<file path="src/rtl/pmarb_pkg.sv">
package pmarb_pkg;
  localparam int NCPU = 2;
  localparam int NDOM = NCPU;

  typedef enum logic [1:0] {DM_RUN = 2'b00, DM_STOP = 2'b01, DM_STBY = 2'b10} dom_mode_t;
  typedef enum logic [1:0] {SM_LRUN = 2'b00, SM_RUN = 2'b01, SM_STOP = 2'b10, SM_STBY = 2'b11} sys_mode_t;

  localparam logic [1:0] CM_RUN = 2'b00;
endpackage

</file>
<file path="src/rtl/pmarb_dom_eval.sv">
module pmarb_dom_eval
  import pmarb_pkg::*;
(
  input  logic       clk,
  input  logic       rst,
  input  logic       own_act,
  input  logic       oth_act,
  input  logic       oth_owns,
  input  logic       sel_own,
  input  logic       sel_oth,
  output logic [1:0] mode_o
);
  dom_mode_t nxt, q;
  logic      may_leave;

  always_comb begin
    may_leave = !own_act && (!oth_owns || !oth_act);
    if (!may_leave)             nxt = DM_RUN;
    else if (sel_own && sel_oth) nxt = DM_STBY;
    else                         nxt = DM_STOP;
  end

  always_ff @(posedge clk) begin
    if (rst) q <= DM_RUN;
    else     q <= nxt;
  end

  assign mode_o = q;

  // a needed domain is running one edge later
  a_r2_needed_runs: assert property (@(posedge clk) disable iff (rst)
    (own_act || (oth_act && oth_owns)) |=> (q == DM_RUN));
  // a mixed vote gives stop
  a_r3_mixed_stop: assert property (@(posedge clk) disable iff (rst)
    (!own_act && !(oth_act && oth_owns) && !(sel_own && sel_oth)) |=> (q == DM_STOP));
  // standby only after a unanimous vote
  a_r4_stby_vote: assert property (@(posedge clk) disable iff (rst)
    (q == DM_STBY) |-> $past(sel_own && sel_oth));
endmodule

</file>
<file path="src/rtl/pmarb_sys_fsm.sv">
module pmarb_sys_fsm
  import pmarb_pkg::*;
(
  input  logic       clk,
  input  logic       rst,
  input  logic       any_act,
  input  logic       wake_any,
  input  logic       all_stby,
  input  logic       vos_rdy,
  output logic [1:0] mode_o
);
  sys_mode_t q, nxt;
  logic      quiet;
  sys_mode_t sleep_tgt;

  always_comb begin
    quiet     = !any_act && !wake_any;
    sleep_tgt = all_stby ? SM_STBY : SM_STOP;
    nxt       = q;
    unique case (q)
      SM_LRUN: nxt = quiet ? sleep_tgt : (vos_rdy ? SM_RUN : SM_LRUN);
      SM_RUN:  nxt = quiet ? sleep_tgt : SM_RUN;
      SM_STOP: nxt = quiet ? SM_STOP : SM_RUN;
      SM_STBY: nxt = quiet ? SM_STBY : SM_LRUN;
      default: nxt = SM_LRUN;
    endcase
  end

  always_ff @(posedge clk) begin
    if (rst) q <= SM_LRUN;
    else     q <= nxt;
  end

  assign mode_o = q;

  // awake demand keeps the system in a running mode
  a_r5_awake_runs: assert property (@(posedge clk) disable iff (rst)
    (!quiet && (q == SM_LRUN || q == SM_RUN)) |=> (q == SM_LRUN || q == SM_RUN));
  // standby entry needs quiet and a unanimous vote
  a_r7_stby_entry: assert property (@(posedge clk) disable iff (rst)
    $rose(q == SM_STBY) |-> $past(quiet && all_stby));
  // limited run holds without voltage ready
  a_r8_lrun_hold: assert property (@(posedge clk) disable iff (rst)
    (q == SM_LRUN && !quiet && !vos_rdy) |=> (q == SM_LRUN));
  // standby exits into limited run
  a_r8_stby_exit: assert property (@(posedge clk) disable iff (rst)
    (q == SM_STBY && !quiet) |=> (q == SM_LRUN));
  // wakeup in stop returns to run
  a_r9_wake_stop: assert property (@(posedge clk) disable iff (rst)
    (q == SM_STOP && wake_any) |=> (q == SM_RUN));
endmodule

</file>
<file path="src/rtl/pmarb_clk_gate.sv">
module pmarb_clk_gate
  import pmarb_pkg::*;
(
  input  logic              clk,
  input  logic              rst,
  input  logic [2*NDOM-1:0] dom_mode_i,
  input  logic [1:0]        sys_mode_i,
  input  logic [2*NCPU-1:0] cpu_mode_i,
  output logic [NDOM-1:0]   dom_en_o,
  output logic              sys_en_o,
  output logic [NCPU-1:0]   core_en_o,
  output logic [NCPU-1:0]   per_en_o
);
  logic [2*NCPU-1:0] cm_q;

  always_ff @(posedge clk) begin
    if (rst) begin
      cm_q     <= '0;
      sys_en_o <= 1'b1;
    end else begin
      cm_q     <= cpu_mode_i;
      sys_en_o <= (sys_mode_i == SM_LRUN) || (sys_mode_i == SM_RUN);
    end
  end

  for (genvar d = 0; d < NDOM; d++) begin : g_dom
    always_ff @(posedge clk) begin
      if (rst) dom_en_o[d] <= 1'b1;
      else     dom_en_o[d] <= (dom_mode_i[2*d+:2] == DM_RUN);
    end
    // enable drops one edge after the domain leaves run
    a_r10_dom_off: assert property (@(posedge clk) disable iff (rst)
      (dom_mode_i[2*d+:2] != DM_RUN) |=> !dom_en_o[d]);
    a_r10_dom_on: assert property (@(posedge clk) disable iff (rst)
      $rose(dom_en_o[d]) |-> $past(dom_mode_i[2*d+:2] == DM_RUN));
  end

  for (genvar c = 0; c < NCPU; c++) begin : g_cpu
    always_ff @(posedge clk) begin
      if (rst) begin
        core_en_o[c] <= 1'b1;
        per_en_o[c]  <= 1'b1;
      end else begin
        core_en_o[c] <= (cm_q[2*c+:2] == CM_RUN);
        per_en_o[c]  <= !cm_q[2*c+1];
      end
    end
    // a stopped CPU loses peripheral clocks two edges later
    a_r11_stop_gates: assert property (@(posedge clk) disable iff (rst)
      cpu_mode_i[2*c+1] |=> ##1 !per_en_o[c]);
    // core clock stays off unless in run
    a_r11_core_run: assert property (@(posedge clk) disable iff (rst)
      (cpu_mode_i[2*c+:2] != CM_RUN) |=> ##1 !core_en_o[c]);
  end

  // system bus enable returns only after a running mode
  a_r10_sys_on: assert property (@(posedge clk) disable iff (rst)
    $rose(sys_en_o) |-> $past(sys_mode_i == SM_LRUN || sys_mode_i == SM_RUN));
endmodule

</file>
<file path="src/rtl/pwr_mode_arbiter.sv">
module pwr_mode_arbiter
  import pmarb_pkg::*;
#(
  parameter int N_WAKE = 4
) (
  input  logic              clk,
  input  logic              rst,
  input  logic [2*NCPU-1:0] cpu_mode_i,
  input  logic [NDOM-1:0]   xown_i,
  input  logic [NCPU*NDOM-1:0] sel_i,
  input  logic [N_WAKE-1:0] wake_i,
  input  logic              vos_rdy_i,
  output logic [2*NDOM-1:0] dom_mode_o,
  output logic [1:0]        sys_mode_o,
  output logic [NDOM-1:0]   dom_bus_en_o,
  output logic              sys_bus_en_o,
  output logic [NCPU-1:0]   cpu_core_en_o,
  output logic [NCPU-1:0]   cpu_per_en_o
);
  logic [NCPU-1:0] act;
  logic            wake_any;
  logic            all_stby;

  for (genvar c = 0; c < NCPU; c++) begin : g_act
    assign act[c] = !cpu_mode_i[2*c+1];
  end

  assign wake_any = |wake_i;
  assign all_stby = &sel_i;

  for (genvar d = 0; d < NDOM; d++) begin : g_dom
    localparam int OTH = NCPU - 1 - d;
    pmarb_dom_eval u_dom (
      .clk      (clk),
      .rst      (rst),
      .own_act  (act[d]),
      .oth_act  (act[OTH]),
      .oth_owns (xown_i[d]),
      .sel_own  (sel_i[d*NDOM+d]),
      .sel_oth  (sel_i[OTH*NDOM+d]),
      .mode_o   (dom_mode_o[2*d+:2])
    );
  end

  pmarb_sys_fsm u_sys (
    .clk      (clk),
    .rst      (rst),
    .any_act  (|act),
    .wake_any (wake_any),
    .all_stby (all_stby),
    .vos_rdy  (vos_rdy_i),
    .mode_o   (sys_mode_o)
  );

  pmarb_clk_gate u_gate (
    .clk        (clk),
    .rst        (rst),
    .dom_mode_i (dom_mode_o),
    .sys_mode_i (sys_mode_o),
    .cpu_mode_i (cpu_mode_i),
    .dom_en_o   (dom_bus_en_o),
    .sys_en_o   (sys_bus_en_o),
    .core_en_o  (cpu_core_en_o),
    .per_en_o   (cpu_per_en_o)
  );

  // stop entry only when both CPUs are stopped and wakeups are low
  a_r6_stop_entry: assert property (@(posedge clk) disable iff (rst)
    $rose(sys_mode_o == SM_STOP) |-> $past(!(|act) && !wake_any && !all_stby));
endmodule

</file>
<file path="config.mk">
export PLATFORM = sky130hd
export DESIGN_NAME = pwr_mode_arbiter
export DESIGN_NICKNAME = d
export VERILOG_FILES = /design/src/rtl/pmarb_pkg.sv /design/src/rtl/pmarb_dom_eval.sv /design/src/rtl/pmarb_sys_fsm.sv /design/src/rtl/pmarb_clk_gate.sv /design/src/rtl/pwr_mode_arbiter.sv
export SDC_FILE = /design/constraint.sdc
export NUM_CORES = 1
export LEC_CHECK = 0
export ABC_CLOCK_PERIOD_IN_PS = 1000
export BUFFER_PORTS_ARGS = -buffer_cell sky130_fd_sc_hd__buf_2
export CAP_MARGIN = 10
export CORE_UTILIZATION = 35
export DETAILED_ROUTE_END_ITERATION = 16
export PLACE_DENSITY = 0.67
export RECOVER_POWER = 50
export SETUP_SLACK_MARGIN = 0.3
export SYNTH_ARGS = -nofsm -noshare
export SYNTH_HDL_FRONTEND = slang
export SYNTH_SLANG_ARGS = --single-unit
</file>
<file path="constraint.sdc">
create_clock -name clk -period 1 [get_ports clk]
set_input_delay 0.1 -clock clk [delete_from_list [all_inputs] [get_ports clk]]
set_output_delay 0.1 -clock clk [all_outputs]
set_load 0.02 [all_outputs]
</file>
==> results of run 1 <==
logic make-up after synthesis:
logic type / Yosys count / share of synthesized area [%]
AND/OR/NAND/NOR: 17 / 19.30
flip-flops: 17 / 63.26
AO/OA/AOI/OAI: 12 / 15.35
buffers and inverters: 3 / 2.093
synth_stat cells (2+ instances only):
master and count:
nand2b_1 3, inv_1 2, nor2b_1 4, a21oi_1 2, o21bai_1 4, nand2_1 3
dfxtp_1 17, o21ai_0 2, nor2_1 4
flip-flops by register name, indices dropped and copies added, names as in the netlist:
name                count
g_dom.u_dom.mode_o      4
u_gate.cm_q             4
u_gate.core_en_o        2
u_gate.dom_en_o         2
u_gate.per_en_o         2
u_sys.mode_o            2
u_gate.sys_en_o         1
timing repair:
| item | CTS | global route |
|---|---|---|
| hold buffers | 2 | 0 |
| buffers inserted | 3 | 0 |
| hold endpoints to repair | 1 | 0 |
| resized for setup | 39 | 4 |
| setup endpoints to repair | 14 | 15 |
| pin swaps | 2 | 1 |
where the power goes:
| part | internal, mW | switching, mW | total [mW] |
|---|---|---|---|
| clock | 0.154 | 0.193 | 0.347 |
| combinational | 0.0971 | 0.0828 | 0.180 |
| sequential | 0.708 | 0.0164 | 0.724 |
area by class of cell:
class / count / share of cell area, %
clock buffer: 4 / 2.897
tap: 15 / 2.069
inverter: 2 / 0.8276
multi-input combinational: 29 / 22.90
sequential: 17 / 39.31
timing repair buffer: 36 / 32.00
placed cells by master, fill, tap and decap left out:
cell and n:
o21ai_0 2, dfxtp_1 6, a31oi_4 1, nand2_1 2, buf_4 3, nand2b_1 3
nor2b_1 4, nand4_1 1, a21oi_1 2, o221a_1 1, nor4_4 1, o211ai_1 1
dlygate4sd3_1 2, buf_6 15, a21boi_2 1, clkbuf_1 2, dfxtp_4 1, nand2_2 1
inv_1 2, o21bai_1 4, and2_1 1, clkbuf_4 3, nor2_1 4, buf_2 15
dfxtp_2 10
path summary, 6_finish.rpt:
path | start | to | slack (ns)
min reg2reg | u_gate.cm_q[3] | u_gate.per_en_o[1] | 0.40
max reg2reg | u_sys.mode_o[1] | u_sys.mode_o[0] | 0.03
max | u_sys.mode_o[1] | u_sys.mode_o[0] | 0.03
min | sel_i[1] | g_dom[1].u_dom.mode_o[0] | 0.03
routing by layer:
layer	global-route usage, %	up-vias
li1	-	245
met1	16.56	210
met2	30.08	23
met3	5.435	2
met4	9.677	0
met5	0	-
metrics by stage:
step	hold WS [ns]	utilization, %	setup WS, ns
global route	0.02093	66.39	-0.01927
detailed placement	0.3115	52.47	-0.1480
floorplan	0.1801	-	0.05113
finish	0.03116	66.39	0.02865
CTS	0.01564	65.02	0.03456
global placement	0.3075	52.47	-0.09275
==> run summary, run 1 <==
status: complete, no violations
drt drc: 0
DRT Wirelength: 1171 µm
Avg Cell Area, Syn: 10.98 µm²
post-synthesis cell type with the largest combined area: dfxtp_1
Hold Fails Final Rpt: 0
FF+latch count, synth: 17
Fmax: 1029 MHz
WL/cell: 11.37 µm
Hold Path Stages: 2
sequential cell area fraction in the yosys report: 63.26%
pin count of the biggest net entering global routing: 14
post-synth net total: 66
CP max stage delay: 0.35 ns
Req. time, crit path: 1.22 ns
CTS tree: yes
number of detailed-route iterations in the first pass: 4
std cell rows: 13
VDD IR max: 666.6 µV
met2 routed WL: 633 µm
Max-cap violations: 0
Crit path depth: 4
CTS Root Cell: clkbuf_4
Clock Path Buffers: 2
CP Class: reg -> reg
total track usage: 16.74%
Worst-path clk slew: 0.09 ns
design area: 907.1 µm²
final setup fails: 0
asr flop ratio synth: 0%
Buf+Inv Stages, Crit Path: 2
Area growth, synth to finish: 68.60%
global-route wire length before repair: 1738 µm
Leakage: 0.4021 nW
I/O Pins: 30
number of antenna violations at the first check in global routing: 0
routed metal-1 wire length: 459 µm
RSZ-0062 raised after global routing: yes
Cells after Synth: 49
Min-Delay Path Class: in -> reg
setup TNS: 0 ns
synth warn: 0
Horiz. Die Dim: 41.21 µm
H-Tree Depth: 1
initial core utilization: 39.38%
Synth area leaders: dfxtp_1 (63%), o21bai_1 (5.6%), nor2b_1 (4.7%)
Highest Signal Layer: met4
post-route ant nets: 0
Top delay family on crit path: flip-flops
CP cell instances: buf_6 -> buf_6 -> a31oi_4 -> o221a_1
Design Power: 1.251 mW
Inst Count DP: 94
via count of the routed design: 480
worst endpoint data arrival time: 1.19 ns
critical path's slowest cell: dfxtp_4
Core Region: 1366 µm²
Ant. Diodes: 0
Worst-Margin Slew: 0.5316 ns
# nets final: 106
Avg Vias per Cell: 4.660
Skew-Pair Late Insertion Delay: 0.28 ns
initial DRC count: 2
Main synth FF type: dfxtp_1
Reg2Reg Depth: 4
max_slew headroom: 64.56%
GRT overflow: 0
die height: 41.21 µm
WL met3: 62 µm
max-slew violation count: 0
CP Max Fanout: 3
DP Area: 716.9 µm²
CTS Buf Count: 3
vias in the first global route: 442
full die area: 1698 µm²
pwr/cell area: 1379 nW/µm²
Port Buf Inserts: 29
Synth Cell Area: 538.0 µm²
Final period util: 97.14%
post-synth top area share: 63.26%
Crit path top cell by count: buf_6
RD Place Congestion: 0.6572
startpoint types: flop
area of the multi-input gates: 207.7 µm²
Final Non-Filler Cells: 103
Post-synth EDFFs: 0
share of layout cells above drive strength 1: 57.95%
Yosys cell types: 17
clk sink count: 17
clk_skew: 0.001038 ns
Worst setup EP type: flop
filler cell count: 117
Storage cell area: 356.6 µm²
min Tclk post-route: 0.9714 ns
Power figures use the tool's default switching activity.
==> run 2, diff against run 1 <==
Settings changed: CORE_MARGIN from default to 2, RECOVER_POWER 50 to default.
==> run 2 against run 1 <==
  * Power down 0.87%
  * Combinational power shrank 7%
  * Cell count up 0.97%
  * Non-clock buffer count unchanged
  * Clock-buffer cell count did not move
  * Via count rose by 2.1%
  * Die area up 9.9%
  * Cell area is 3.0% lower
  * Register-to-register slack is essentially flat
  * Sequential share of layout area grew 1.4 points
  * Clock skew is 0.0020 ns higher
  * Critical path type unchanged
==> run summary, run 2 (synthesized netlist as in run 1, its figures left out) <==
Worst R2R Setup Slack: 0.04 ns (about the same)
Inst Count DP: 94 (unchanged)
status: complete, no violations
CTS Buf Count: 3 (unchanged)
number of antenna violations at the first check in global routing: 0 (unchanged)
die height: 43.21 µm (+4.9%)
number of detailed-route iterations in the first pass: 4 (unchanged)
H-Tree Depth: 1 (unchanged)
vias in the first global route: 489 (+11%)
Reg2Reg Depth: 3 (-1)
Fmax: 1041 MHz (+1.1%)
Horiz. Die Dim: 43.21 µm (+4.9%)
pin count of the biggest net entering global routing: 14 (unchanged)
Skew-Pair Late Insertion Delay: 0.28 ns (about the same)
CP Max Fanout: 3 (unchanged)
CP Class: reg -> reg
commonest non-fill, non-tap cells in the layout: buf_2 (17), buf_6 (12), dfxtp_2 (11)
DRT Wirelength: 1131 µm (-3.4%)
Req. time, crit path: 1.23 ns (about the same)
RD Place Congestion: 0.6644 (+1.1%)
final core utilization: 59.78% (-6.6 points)
CTS Root Cell: clkbuf_4
Hold Fails Final Rpt: 0 (unchanged)
startpoint types: flop
Min-Delay Path Class: in -> reg
Clock Path Buffers: 2 (unchanged)
min setup slack post-route: 0.03940 ns (+0.01076 ns)
Worst-Margin Slew: 0.2387 ns (-0.2929 ns)
full die area: 1867 µm² (+9.9%)
RSZ-0062 raised after global routing: yes
Avg Vias per Cell: 4.712 (+1.1%)
GRT overflow: 0 (unchanged)
initial core utilization: 36.56% (-2.8 points)
final setup fails: 0 (unchanged)
Hold Path Stages: 2 (unchanged)
Hold Path Sink: g_dom[0].u_dom.mode_o[0]
total track usage: 13.40% (-3.3 points)
Worst Hold Slack: 0.01190 ns (-0.01926 ns)
Worst-path clk slew: 0.09 ns (about the same)
global-route wire length before repair: 1863 µm (+7.2%)
min Tclk post-route: 0.9606 ns (-0.01076 ns)
max-slew violation count: 0 (unchanged)
Port Buf Inserts: 29 (unchanged)
Ant. Diodes: 0 (unchanged)
std cell rows: 14 (+1)
Core Region: 1471 µm² (+7.7%)
Worst setup EP type: flop
I/O Pins: 30 (unchanged)
Final period util: 96.06% (-1.1 points)
via count of the routed design: 490 (+2.1%)
pre-CTS worst setup slack: -0.1386 ns (+0.009430 ns)
Max-cap violations: 0 (unchanged)
reg-to-reg endpoint: u_sys.mode_o[0]
Area growth, synth to finish: 63.49%
CTS tree: yes
max_slew headroom: 83.92% (+19 points)
share of layout cells above drive strength 1: 57.95% (unchanged)
Final Non-Filler Cells: 104 (+0.97%)
WL/cell: 10.88 µm (-4.3%)
clk sink count: 17 (unchanged)
filler cell count: 132 (+13%)
Design Power: 1.240 mW (-0.87%)
hold path start: sel_i[2]
FF-to-FF Start: u_sys.mode_o[1]
pwr/cell area: 1410 nW/µm² (+2.2%)
Leakage: 0.4014 nW (-0.17%)
commonest non-fill, non-tap cell in the layout: buf_2
worst endpoint data arrival time: 1.19 ns (about the same)
clk_skew: 0.003043 ns (+0.002005 ns)
post-route ant nets: 0 (unchanged)
VDD IR max: 672.0 µV (+0.81%)
# nets final: 106 (unchanged)
drt drc: 0 (unchanged)
initial DRC count: 5 (+3)
-- run 2: stage by stage --
stage,cell area [µm²],TNS [ns]
floorplan,541.8,0
global placement,710.7,-0.08390
detailed placement,710.7,-0.1386
CTS,860.8,0
global route,879.6,-0.02396
finish,879.6,0
-- run 2: how the worst max path moves through the flow --
stage / startpoint / endpoint / slack, ns / cells after the start
3_3_place_gp: wake_i[1] / u_sys.mode_o[0] / -0.08 / 5
5_1_grt: u_sys.mode_o[1] / u_sys.mode_o[0] / -0.02 / 3
6_report: u_sys.mode_o[1] / u_sys.mode_o[0] / 0.04 / 3
2_1_floorplan: u_sys.mode_o[1] / u_sys.mode_o[0] / 0.05 / 3
3_5_place_dp: wake_i[1] / u_sys.mode_o[0] / -0.14 / 5
4_1_cts: u_sys.mode_o[1] / u_sys.mode_o[0] / 0.03 / 3
-- run 2: what timing repair did --
| action | CTS | global route |
|---|---|---|
| pin swaps | 2 | 1 |
| hold buffers | 2 | 0 |
| setup endpoints to repair | 14 | 14 |
| resized for setup | 35 | 1 |
| hold endpoints to repair | 2 | 0 |
| setup buffers | 2 | 2 |
-- run 2: per-layer routing --
layer	vias up	global-route usage (%)	share of wire [%]
met4	0	7.273	2.5
met2	22	25.97	52
met3	4	2.128	6.7
met5	-	0	0
met1	220	13.02	38
li1	244	-	-
-- run 2: cell type report --
type / instances / area (µm²) / share of cell area (%)
Multi-Input combinational cell: 29 / 190.2 / 21.62
Clock buffer: 4 / 26.28 / 2.987
Tap cell: 16 / 20.02 / 2.276
Sequential cell: 17 / 357.8 / 40.68
Inverter: 2 / 7.507 / 0.8535
Timing Repair Buffer: 36 / 277.8 / 31.58
-- run 2: critical path: stages (launching register included) --
cell      delay, ns
dfxtp_4        0.36
o211ai_1       0.19
a21boi_2       0.19
o221a_1        0.18
-- run 2: power by group --
| part | switching (mW) | internal (mW) | leakage, nW | total, mW |
|---|---|---|---|---|
| combinational | 0.0748 | 0.0933 | 0.246 | 0.168 |
| clock | 0.194 | 0.154 | 0.0150 | 0.348 |
| sequential | 0.0169 | 0.707 | 0.140 | 0.724 |
| total | 0.285 | 0.955 | 0.401 | 1.24 |
==> run 3, diff against run 2 <==
Settings changed: CORE_UTILIZATION 35 to 40, PLACE_DENSITY 0.67 to 0.74.
==> run 3 against run 2 <==
  * The flow now finishes with violations (negative setup slack)
  * Critical path depth unchanged
  * Cell count fell by 4.8%
  * Flip-flop and latch count unchanged
  * Register-to-register slack worse by 0.05 ns
  * Sequential power is essentially flat
  * Die area decreased by 11%
  * Power fell by 1.3%
  * Clock-buffer cell count is 1 lower
==> run summary, run 3 (synthesized netlist as in run 1, its figures left out) <==
min Tclk post-route: 1.015 ns (+0.05449 ns)
vias in the first global route: 375 (-23%)
WL/cell: 10.60 µm (-2.6%)
critical path's slowest cell: dfxtp_4
share of layout cells above drive strength 1: 60.71% (+2.8 points)
via count of the routed design: 451 (-8.0%)
P_sw: 0.2844 mW (-0.29%)
die height: 40.68 µm (-5.9%)
CP cell instances: o211ai_1 -> a21boi_2 -> o221a_1
Req. time, crit path: 1.23 ns (about the same)
I/O Pins: 30 (unchanged)
number of detailed-route iterations in the first pass: 3 (-1)
Worst-Margin Slew: 0.2613 ns (+0.02263 ns)
std cell rows: 13 (-1)
H-Tree Depth: 1 (unchanged)
Net Sw Frac: 23.23% (+0.24 points)
Final period util: 101.5% (+5.4 points)
Clock Path Buffers: 2 (unchanged)
Port Buf Inserts: 29 (unchanged)
Horiz. Die Dim: 40.68 µm (-5.9%)
full die area: 1654 µm² (-11%)
max_slew headroom: 82.40% (-1.5 points)
CTS tree: yes
startpoint types: flop
global-route wire length before repair: 1628 µm (-13%)
CP max stage delay: 0.36 ns (about the same)
status: complete, but fails checks
Avg Vias per Cell: 4.556 (-3.3%)
max-slew violation count: 0 (unchanged)
RD Place Congestion: 0.6542 (-1.5%)
worst endpoint data arrival time: 1.24 ns (+0.05 ns)
CP Max Fanout: 4 (+1)
Area growth, synth to finish: 57.91%
pre-CTS worst setup slack: -0.1271 ns (+0.01151 ns)
Worst-path clk slew: 0.10 ns (about the same)
GRT overflow: 0 (unchanged)
# nets final: 102 (-3.8%)
clk sink count: 17 (unchanged)
Combinational Power Share: 13.1% (-0.5 points)
Max-cap violations: 0 (unchanged)
RSZ-0062 raised after global routing: yes
total track usage: 16.02% (+2.6 points)
Min-Delay Path Class: in -> reg
Hold Buf Count CTS: 0 (-2)
min setup slack post-route: -0.01508 ns (-0.05449 ns)
Worst setup EP type: flop
clk_skew: 0.007343 ns (+0.004300 ns)
Hold Fails Final Rpt: 0 (unchanged)
Core Region: 1285 µm² (-13%)
initial DRC count: 4 (-1)
CP Class: reg -> reg
DRT Wirelength: 1049 µm (-7.3%)
Ant. Diodes: 0 (unchanged)
filler cell count: 106 (-20%)
commonest non-fill, non-tap cells in the layout: buf_2 (16), buf_6 (12), dfxtp_2 (11)
sequential share of power: 59.1% (+0.7 points)
final setup fails: 1 (+1)
post-route ant nets: 0 (unchanged)
HPWL Detailed: 721.5 µm
VDD IR max: 914.8 µV (+36%)
pin count of the biggest net entering global routing: 14 (unchanged)
initial core utilization: 41.87% (+5.3 points)
CTS Buf Count: 3 (unchanged)
Skew-Pair Late Insertion Delay: 0.28 ns (about the same)
Leakage: 0.3856 nW (-3.9%)
Design Power: 1.224 mW (-1.3%)
number of antenna violations at the first check in global routing: 0 (unchanged)
pwr/cell area: 1441 nW/µm² (+2.2%)
commonest non-fill, non-tap cell in the layout: buf_2
CTS Root Cell: clkbuf_4
clock share of power: 27.9% (-0.2 points)
Fmax: 985.1 MHz (-5.4%)
drt drc: 0 (unchanged)
failing checks: negative setup slack
Pint: 0.9397 mW (-1.6%)
==> run 3: timing repair <==
item                                    in CTS  in global routing
pin swaps                                    2                  0
buffers inserted                             1                  1
endpoints found under the setup margin      14                 15
gates resized for setup                     34                  4
==> run 3: power groups by stage <==
stage                     Clock (mW)  Combinational (mW)  Sequential [mW]
final                          0.341               0.160            0.723
after floorplan                    0              0.0387            0.758
after detailed placement           0               0.134            0.731
after CTS                      0.355               0.158            0.723
after global routing           0.385               0.174            0.728
after global placement             0               0.131            0.730
==> run 3: path summary, 6_finish.rpt <==
kind                                       from                       end  slack [ns]  cells after the start
worst max-delay path            u_sys.mode_o[1]           u_sys.mode_o[0]       -0.02                      3
worst min-delay path                   sel_i[0]  g_dom[0].u_dom.mode_o[0]        0.01                      2
worst max register to register  u_sys.mode_o[1]           u_sys.mode_o[0]       -0.02                      3
worst min register to register   u_gate.cm_q[1]        u_gate.per_en_o[0]        0.40                      1
==> run 3: final cells by class <==
| class | count | area [µm²] | area share [%] |
|---|---|---|---|
| clock buffers | 3 | 22.52 | 2.651 |
| clock inverters | 1 | 5.005 | 0.5891 |
| inverters | 2 | 7.507 | 0.8837 |
| multi-input cells | 29 | 192.7 | 22.68 |
| flip-flops and latches | 17 | 357.8 | 42.12 |
| well taps | 15 | 18.77 | 2.209 |
| repair buffers | 32 | 245.2 | 28.87 |
==> run 3: metal layers <==
layer | GRT usage, % | up-vias | wire length (µm)
met5 | 0 | - | 0
met4 | 10.00 | 0 | 14
met3 | 3.261 | 2 | 84
met2 | 25.40 | 23 | 523
met1 | 19.73 | 190 | 426
li1 | - | 236 | -
==> run 3: critical path, delay by kind of cell, from the launching register on <==
kind,cells,cell delay [ns]
compound gates,3,0.61
flops,1,0.36
==> run 3: stage by stage <==
step	utilization [%]	hold WS, ns	instances	setup TNS (ns)	instance area, µm²
after floorplan	-	0.1801	49	0	541.8
after global placement	55.21	0.3084	93	-0.08768	709.4
after detailed placement	55.21	0.3085	93	-0.1271	709.4
after CTS	64.75	0.002609	98	0	832.0
after global routing	66.11	0.01100	99	-0.09131	849.6
final	66.11	0.01164	99	-0.01508	849.6
